## config.mk

```make
export PLATFORM = sky130hd
export DESIGN_NAME = wdog_lfsr_timer
export DESIGN_NICKNAME = d
export VERILOG_FILES = /design/src/rtl/wdog_lfsr_timer_pkg.sv /design/src/rtl/wdog_lfsr_timer_dp.sv /design/src/rtl/wdog_lfsr_timer_ctrl.sv /design/src/rtl/wdog_lfsr_timer.sv
export SDC_FILE = /design/constraint.sdc
export NUM_CORES = 1
export LEC_CHECK = 0
export BUFFER_PORTS_ARGS = -buffer_cell sky130_fd_sc_hd__buf_2
export CORE_ASPECT_RATIO = 1.75
export CORE_MARGIN = 1.5
export CORE_UTILIZATION = 60
export DETAILED_ROUTE_END_ITERATION = 7
export HOLD_SLACK_MARGIN = 0.08
export PLACE_DENSITY = 0.84
export SYNTH_ARGS = -nofsm -noshare
export SYNTH_HDL_FRONTEND = slang
export SYNTH_SLANG_ARGS = --single-unit
```

## constraint.sdc

```tcl
create_clock -name clk -period 5.01 [get_ports clk]
set_input_delay 0.7515 -clock clk [delete_from_list [all_inputs] [get_ports clk]]
set_output_delay 0.7515 -clock clk [all_outputs]
set_load 0.02 [all_outputs]
```

## src/rtl/wdog_lfsr_timer_pkg.sv

```systemverilog
package wdog_lfsr_timer_pkg;

  localparam int DATA_W = 16;
  localparam int CFG_LSB = 1;   // control word occupies wrData[8:1]
  localparam int CFG_W = 8;

  typedef enum logic [1:0] {
    SEL_CTRL  = 2'd0,
    SEL_LOAD  = 2'd1,
    SEL_CLEAR = 2'd2,
    SEL_NONE  = 2'd3
  } wrSel_e;

  // Packed in the same order as wrData[8:1]
  typedef struct packed {
    logic       up;
    logic       en;
    logic       periodic;
    logic       wd;
    logic       secure;
    logic [1:0] pre;
    logic       irqOpt;
  } cfg_t;

  // Strobes from control to datapath
  typedef struct packed {
    logic countUp;
    logic step;
    logic reload;
    logic takeLoad;
    logic seedLfsr;
    logic stepLfsr;
  } dpCmd_t;

endpackage

```

## src/rtl/wdog_lfsr_timer_dp.sv

```systemverilog
module wdog_lfsr_timer_dp
  import wdog_lfsr_timer_pkg::*;
#(
  parameter int CNT_W = 16,
  parameter int LFSR_W = 8,
  parameter logic [LFSR_W-1:0] LFSR_TAPS = 8'h63
) (
  input  logic              clk,
  input  logic              rstN,
  input  dpCmd_t            cmd,
  input  logic [DATA_W-1:0] wrData,
  output logic [CNT_W-1:0]  countVal,
  output logic              atTerm,
  output logic              lfsrHit,
  output logic              lfsrZero
);

  localparam logic [CNT_W-1:0] CNT_MAX = '1;
  localparam logic [CNT_W-1:0] CNT_ONE = CNT_W'(1);

  logic [CNT_W-1:0]  cnt;
  logic [CNT_W-1:0]  loadVal;
  logic [LFSR_W-1:0] lfsr;
  logic [LFSR_W-1:0] lfsrNext;

  // Galois-style step: shift left, fold the outgoing bit into the taps
  assign lfsrNext[0] = LFSR_TAPS[0] & lfsr[LFSR_W-1];
  for (genvar g = 1; g < LFSR_W; g++) begin : gTap
    assign lfsrNext[g] = lfsr[g-1] ^ (LFSR_TAPS[g] & lfsr[LFSR_W-1]);
  end

  always_ff @(posedge clk) begin
    if (!rstN) begin
      cnt     <= '0;
      loadVal <= '0;
    end else if (cmd.takeLoad) begin
      loadVal <= wrData[CNT_W-1:0];
      cnt     <= wrData[CNT_W-1:0];
    end else if (cmd.reload) begin
      cnt <= loadVal;
    end else if (cmd.step) begin
      cnt <= cmd.countUp ? cnt + CNT_ONE : cnt - CNT_ONE;
    end
  end

  always_ff @(posedge clk) begin
    if (!rstN)             lfsr <= '0;
    else if (cmd.seedLfsr) lfsr <= wrData[LFSR_W-1:0];
    else if (cmd.stepLfsr) lfsr <= lfsrNext;
  end

  assign countVal = cnt;
  assign atTerm   = cmd.countUp ? (cnt == CNT_MAX) : (cnt == '0);
  assign lfsrZero = (lfsr == '0);
  assign lfsrHit  = (wrData[LFSR_W-1:0] == lfsr) && !lfsrZero;

  // the counter only moves when the control side asked for it
  assert_count_moves_on_cmd_R3: assert property (@(posedge clk) disable iff (!rstN)
    !$stable(cnt) |-> $past(cmd.step | cmd.reload | cmd.takeLoad));

  // sequence state only changes on a seed or an accepted kick
  assert_lfsr_changes_on_clear_R9: assert property (@(posedge clk) disable iff (!rstN)
    !$stable(lfsr) |-> $past(cmd.seedLfsr | cmd.stepLfsr));

endmodule

```

## src/rtl/wdog_lfsr_timer_ctrl.sv

```systemverilog
module wdog_lfsr_timer_ctrl
  import wdog_lfsr_timer_pkg::*;
#(
  parameter int DIV1_LOG = 4,
  parameter int DIV2_LOG = 8
) (
  input  logic             clk,
  input  logic             rstN,
  input  logic             clkEn,
  input  logic             wrEn,
  input  logic [1:0]       wrSel,
  input  logic [CFG_W-1:0] cfgData,
  input  logic             atTerm,
  input  logic             lfsrHit,
  input  logic             lfsrZero,
  output dpCmd_t           cmd,
  output logic             irqOut,
  output logic             resetPulse
);

  cfg_t cfg;
  logic [DIV2_LOG-1:0] preCnt;
  logic preHit, tick, timeout;
  logic cfgWr, loadWr, clrWr;
  logic wdActive, kick, goodKick, badKick, expire;
  logic irqSet, rstNext;

  assign cfgWr  = wrEn && (wrSel == SEL_CTRL);
  assign loadWr = wrEn && (wrSel == SEL_LOAD);
  assign clrWr  = wrEn && (wrSel == SEL_CLEAR);

  always_ff @(posedge clk) begin
    if (!rstN)      cfg <= '0;
    else if (cfgWr) cfg <= cfg_t'(cfgData);
  end

  // Prescaler
  always_ff @(posedge clk) begin
    if (!rstN || cfgWr || !cfg.en) preCnt <= '0;
    else if (clkEn)                preCnt <= preCnt + 1'b1;
  end

  always_comb begin
    unique case (cfg.pre)
      2'b01:   preHit = &preCnt[DIV1_LOG-1:0];
      2'b10:   preHit = &preCnt;
      default: preHit = 1'b1;
    endcase
  end

  assign tick    = clkEn && cfg.en && !cfgWr && preHit;
  assign timeout = tick && atTerm;

  // Watchdog decode
  assign wdActive = cfg.en && cfg.wd;
  assign kick     = clrWr && wdActive;
  assign goodKick = kick && (!cfg.secure || lfsrHit);
  assign badKick  = kick && cfg.secure && !lfsrHit;
  assign expire   = timeout && wdActive && !goodKick;
  assign rstNext  = badKick || (expire && !cfg.irqOpt);
  assign irqSet   = (timeout && !wdActive) || (expire && cfg.irqOpt);

  always_comb begin
    cmd          = '0;
    cmd.countUp  = cfg.up;
    cmd.takeLoad = loadWr;
    cmd.reload   = goodKick || (timeout && (cfg.periodic || wdActive));
    cmd.step     = tick;
    cmd.seedLfsr = clrWr && !wdActive;
    cmd.stepLfsr = goodKick && cfg.secure;
  end

  always_ff @(posedge clk) begin
    if (!rstN) begin
      irqOut     <= 1'b0;
      resetPulse <= 1'b0;
    end else begin
      resetPulse <= rstNext;
      if (irqSet)     irqOut <= 1'b1;
      else if (clrWr) irqOut <= 1'b0;
    end
  end

  // a refused kick always produces the reset pulse next cycle
  assert_bad_kick_resets_R11: assert property (@(posedge clk) disable iff (!rstN)
    (kick && cfg.secure && !lfsrHit) |=> resetPulse);

  // zero sequence state refuses every kick
  assert_zero_state_resets_R12: assert property (@(posedge clk) disable iff (!rstN)
    (kick && cfg.secure && lfsrZero) |=> resetPulse);

  // a disabled timer never ticks
  assert_disabled_no_tick_R13: assert property (@(posedge clk) disable iff (!rstN)
    !cfg.en |-> !tick);

  // a clear write without a competing set leaves the interrupt low
  assert_clear_drops_irq_R6: assert property (@(posedge clk) disable iff (!rstN)
    (clrWr && !irqSet) |=> !irqOut);

endmodule

```

## src/rtl/wdog_lfsr_timer.sv

```systemverilog
module wdog_lfsr_timer
  import wdog_lfsr_timer_pkg::*;
#(
  parameter int CNT_W = 16,
  parameter int DIV1_LOG = 4,
  parameter int DIV2_LOG = 8
) (
  input  logic              clk,
  input  logic              rstN,
  input  logic              clkEn,
  input  logic              wrEn,
  input  logic [1:0]        wrSel,
  input  logic [DATA_W-1:0] wrData,
  output logic [CNT_W-1:0]  countVal,
  output logic              irqOut,
  output logic              resetPulse
);

  dpCmd_t cmd;
  logic atTerm, lfsrHit, lfsrZero;

  wdog_lfsr_timer_ctrl #(
    .DIV1_LOG(DIV1_LOG),
    .DIV2_LOG(DIV2_LOG)
  ) u_ctrl (
    .clk       (clk),
    .rstN      (rstN),
    .clkEn     (clkEn),
    .wrEn      (wrEn),
    .wrSel     (wrSel),
    .cfgData   (wrData[CFG_LSB +: CFG_W]),
    .atTerm    (atTerm),
    .lfsrHit   (lfsrHit),
    .lfsrZero  (lfsrZero),
    .cmd       (cmd),
    .irqOut    (irqOut),
    .resetPulse(resetPulse)
  );

  wdog_lfsr_timer_dp #(
    .CNT_W(CNT_W)
  ) u_dp (
    .clk     (clk),
    .rstN    (rstN),
    .cmd     (cmd),
    .wrData  (wrData),
    .countVal(countVal),
    .atTerm  (atTerm),
    .lfsrHit (lfsrHit),
    .lfsrZero(lfsrZero)
  );

endmodule

```

==> impl_metrics.py <==
metrics = {
    "clocking": {
        "clockBufferDepth": 2,
        "root_buffer": "clkbuf_8",
        "clk_pin_slew_ns": 0.06,
        "cts_buffers": 9,
        "hold_buffers": 0,
        "cts_sinks": 58,
        "clk_latency_ns": 0.35,
        "cts_resized": 0,
        "h-tree-depth": 3,
        "cts_tree": "done",
        "post-cts-setup-buffers": 0,
    },
    "critical_path": {
        "critical_path_class": "reg2reg",
        "critPathLaunchType": "register",
        "r2r_slack_ns": 2.06,
        "cp_data_arrival_time_ns": 3.18,
        "required_ns": 5.24,
        "path_cells": "inv_1 -> fa_1 -> a211oi_1 -> o21ai_0 -> a31oi_1 -> a21boi_0 -> xor2_1 -> nor3_1 -> o31ai_1",
        "slowest_stage": "fa_1",
        "crit_family": "compound AO/OA/AOI/OAI gates",
        "path_buf_inv": 1,
        "crit_path_max_incr_delay_ns": 0.52,
        "path_max_fanout": 15,
        "endpoint_kind": "register",
    },
    "placed_design": {
        "dp.final_hpwl_um": 6710,
        "place_congestion": 0.917,
        "place_area_sq_um": 3740,
        "pre_cts_ws_ns": 1.76,
        "port_buffers": 39,
    },
    "power_and_ir_drop": {
        "power_density_nw_per_um2": 292,
        "leakagePower_nw": 1.51,
        "vdd_ir_drop_max_v": 0.000209,
    },
    "die": {
        "die_y_um": 105,
        "ioPinCount": 40,
        "die_w_um": 61.2,
        "core_sq_um": 5630,
        "initial_core_util_pct": 63.1,
        "rows": 36,
        "dieArea_sq_um": 6410,
    },
    "synth": {
        "netlist-cell-type-count": 56,
        "ys.flop_type": "dfxtp_1",
        "ys_warn_count": 0,
        "syn_area_per_cell_sq_um": 7.94,
        "synth_seq_area_share_pct": 32.7,
        "netlist_instances": 447,
        "ys_ff_latch": 58,
        "synth_edf_count": 0,
        "synth_async_sr_flop_share_pct": 0,
        "syn_nets": 487,
        "syn_area_sq_um": 3550,
    },
    "routing": {
        "drcViolationCount": 0,
        "wl_per_cell_um": 16.6,
        "postRouteAntennaNets": 0,
        "first_pass_iters": 6,
        "drtIter0Drc": 235,
        "wl_um": 9220,
        "vias_per_cell": 6.21,
        "via_count": 3443,
    },
    "sta": {
        "rsz0062_at_grt": "no",
        "tightest_slew_ns": 0.968,
        "finalSetupTns_ns": 0,
        "final.setup.worst_slack_ns": 2.06,
        "clock_skew_ns": 0.00939,
        "fin_hold_ws_ns": 0.457,
        "fin_crit_sh_pct": 58.9,
        "hold_violations": 0,
        "period_minus_slack_ns": 2.95,
        "max_freq_mhz": 339,
        "drv_slew": 0,
        "setup_viol": 0,
        "max-slew-margin-rel_pct": 35.3,
    },
    "final_layout": {
        "layout_commonest_cell": "nand2_1",
        "n_fill_cell": 486,
        "seq_area_sq_um": 1160,
        "final_cell_mix": "69 x nand2_1, 58 x dfxtp_1, 40 x a21oi_1, 39 x buf_2, 33 x nor2_1",
        "antenna_cells": 0,
        "post-route-util_pct": 69.2,
        "fin_nets": 515,
        "syn_to_final_growth_pct": 9.65,
        "multi_input_area_sq_um": 2230,
        "drive_gt1_share_pct": 13.0,
        "design_area_sq_um": 3890,
    },
    "global_route": {
        "first_global_vias": 3242,
        "grt_max_degree": 36,
        "grt_usage_pct": 30.2,
        "grt_first_pass_wirelength_um": 14700,
        "grt_overflow_total": 0,
        "antenna_found_initial": 0,
    },
    "worst_hold_path": {
        "hold_class": "reg2reg",
    },
    "run_status": {
        "status": "completed",
    },
    "flow_run": {
        "cap_violations": 0,
    },
}
## stage by stage
| stage | std cells | power [mW] |
|---|---|---|
| 2_1_floorplan | 447 | 0.711 |
| 3_3_place_gp | 540 | 0.776 |
| 3_5_place_dp | 540 | 0.782 |
| 4_1_cts | 554 | 1.14 |
| 5_1_grt | 554 | 1.19 |
| 6_report | 554 | 1.14 |
## path summary, 6_finish.rpt
kind,from,to,cells after the start
setup / recovery,u_ctrl.cmd[5],u_dp.countVal[12],9
hold reg to reg,u_dp.loadVal[6],u_dp.loadVal[6],2
setup reg to reg,u_ctrl.cmd[5],u_dp.countVal[12],9
hold / removal,u_dp.loadVal[6],u_dp.loadVal[6],2
## layer usage
metal | routed length (um) | GRT usage (%) | vias to the layer above | part of all wire (%)
li1 | - | - | 1701 | -
met1 | 3640 | 34.5 | 1595 | 39
met2 | 4820 | 51.1 | 116 | 52
met3 | 435 | 5.82 | 31 | 4.7
met4 | 323 | 14.1 | 0 | 3.5
met5 | 0 | 0 | - | 0
## cells by family (layout without fill, tap and decap cells)
| group | after synthesis | after routing | share of synthesized area [%] |
|---|---|---|---|
| compound gates | 128 | 128 | 24.0 |
| xor+xnor | 27 | 27 | 6.66 |
| simple gates | 173 | 173 | 23.2 |
| mux | 9 | 9 | 2.54 |
| fa+ha+maj | 18 | 18 | 6.55 |
| flops | 58 | 58 | 32.7 |
| buf+inv | 34 | 65 | 4.40 |
## registers in the layout, indices dropped and copies added (netlist names)
| name | count |
|---|---|
| u_dp.lfsr | 8 |
| u_ctrl.resetPulse | 1 |
| u_ctrl.cfg | 7 |
| u_ctrl.preCnt | 8 |
| u_dp.loadVal | 16 |
| u_ctrl.irqOut | 1 |
| u_ctrl.cmd | 1 |
| u_dp.countVal | 16 |
## report_power, final
| part | internal (mW) | switching [mW] | total (mW) | leakage [nW] |
|---|---|---|---|---|
| Clock | 0.188 | 0.171 | 0.359 | 0.0766 |
| Combinational | 0.114 | 0.158 | 0.272 | 0.963 |
| Sequential | 0.480 | 0.0250 | 0.505 | 0.472 |
## layout make-up
type	instances	share of cell area (%)
Sequential cell	58	29.8
Multi-Input combinational cell	355	57.4
Inverter	9	0.868
Timing Repair Buffer	42	5.59
Tap cell	76	2.44
Clock buffer	14	3.92
## cells in the mapped netlist (3+ instances only)
library cell  instances  area share (%)
nand2_1              69             7.3
dfxtp_1              58              33
a21oi_1              40             5.6
nor2_1               33             3.5
a211oi_1             19             4.0
xor2_1               18             4.4
ha_1                 17             6.0
o211ai_1             16             3.4
clkbuf_1             15             1.6
nand3_1              15             2.1
nor3_1               14             2.0
nand4_1              10             1.8
o21ai_0              10             1.4
inv_1                 9            0.95
mux2i_1               9             2.5
xnor2_1               9             2.2
a31oi_1               6             1.1
and2_1                6             1.1
nor4_1                6             1.1
o22ai_1               6             1.1
buf_2                 5            0.70
a21o_1                4            0.85
and3_1                4            0.70
buf_4                 4            0.85
a311oi_1              3            0.74
o21ai_1               3            0.42
o21bai_1              3            0.63
o31ai_1               3            0.63
## tightest hold or removal path: cells and delay by family, from the launching register on
kind	cells	cell delay [ns]
DFF	1	0.31
AOI/OAI and AO/OA	1	0.05
and+or+nand+nor	1	0.05
(Power assumes the default switching activity.)
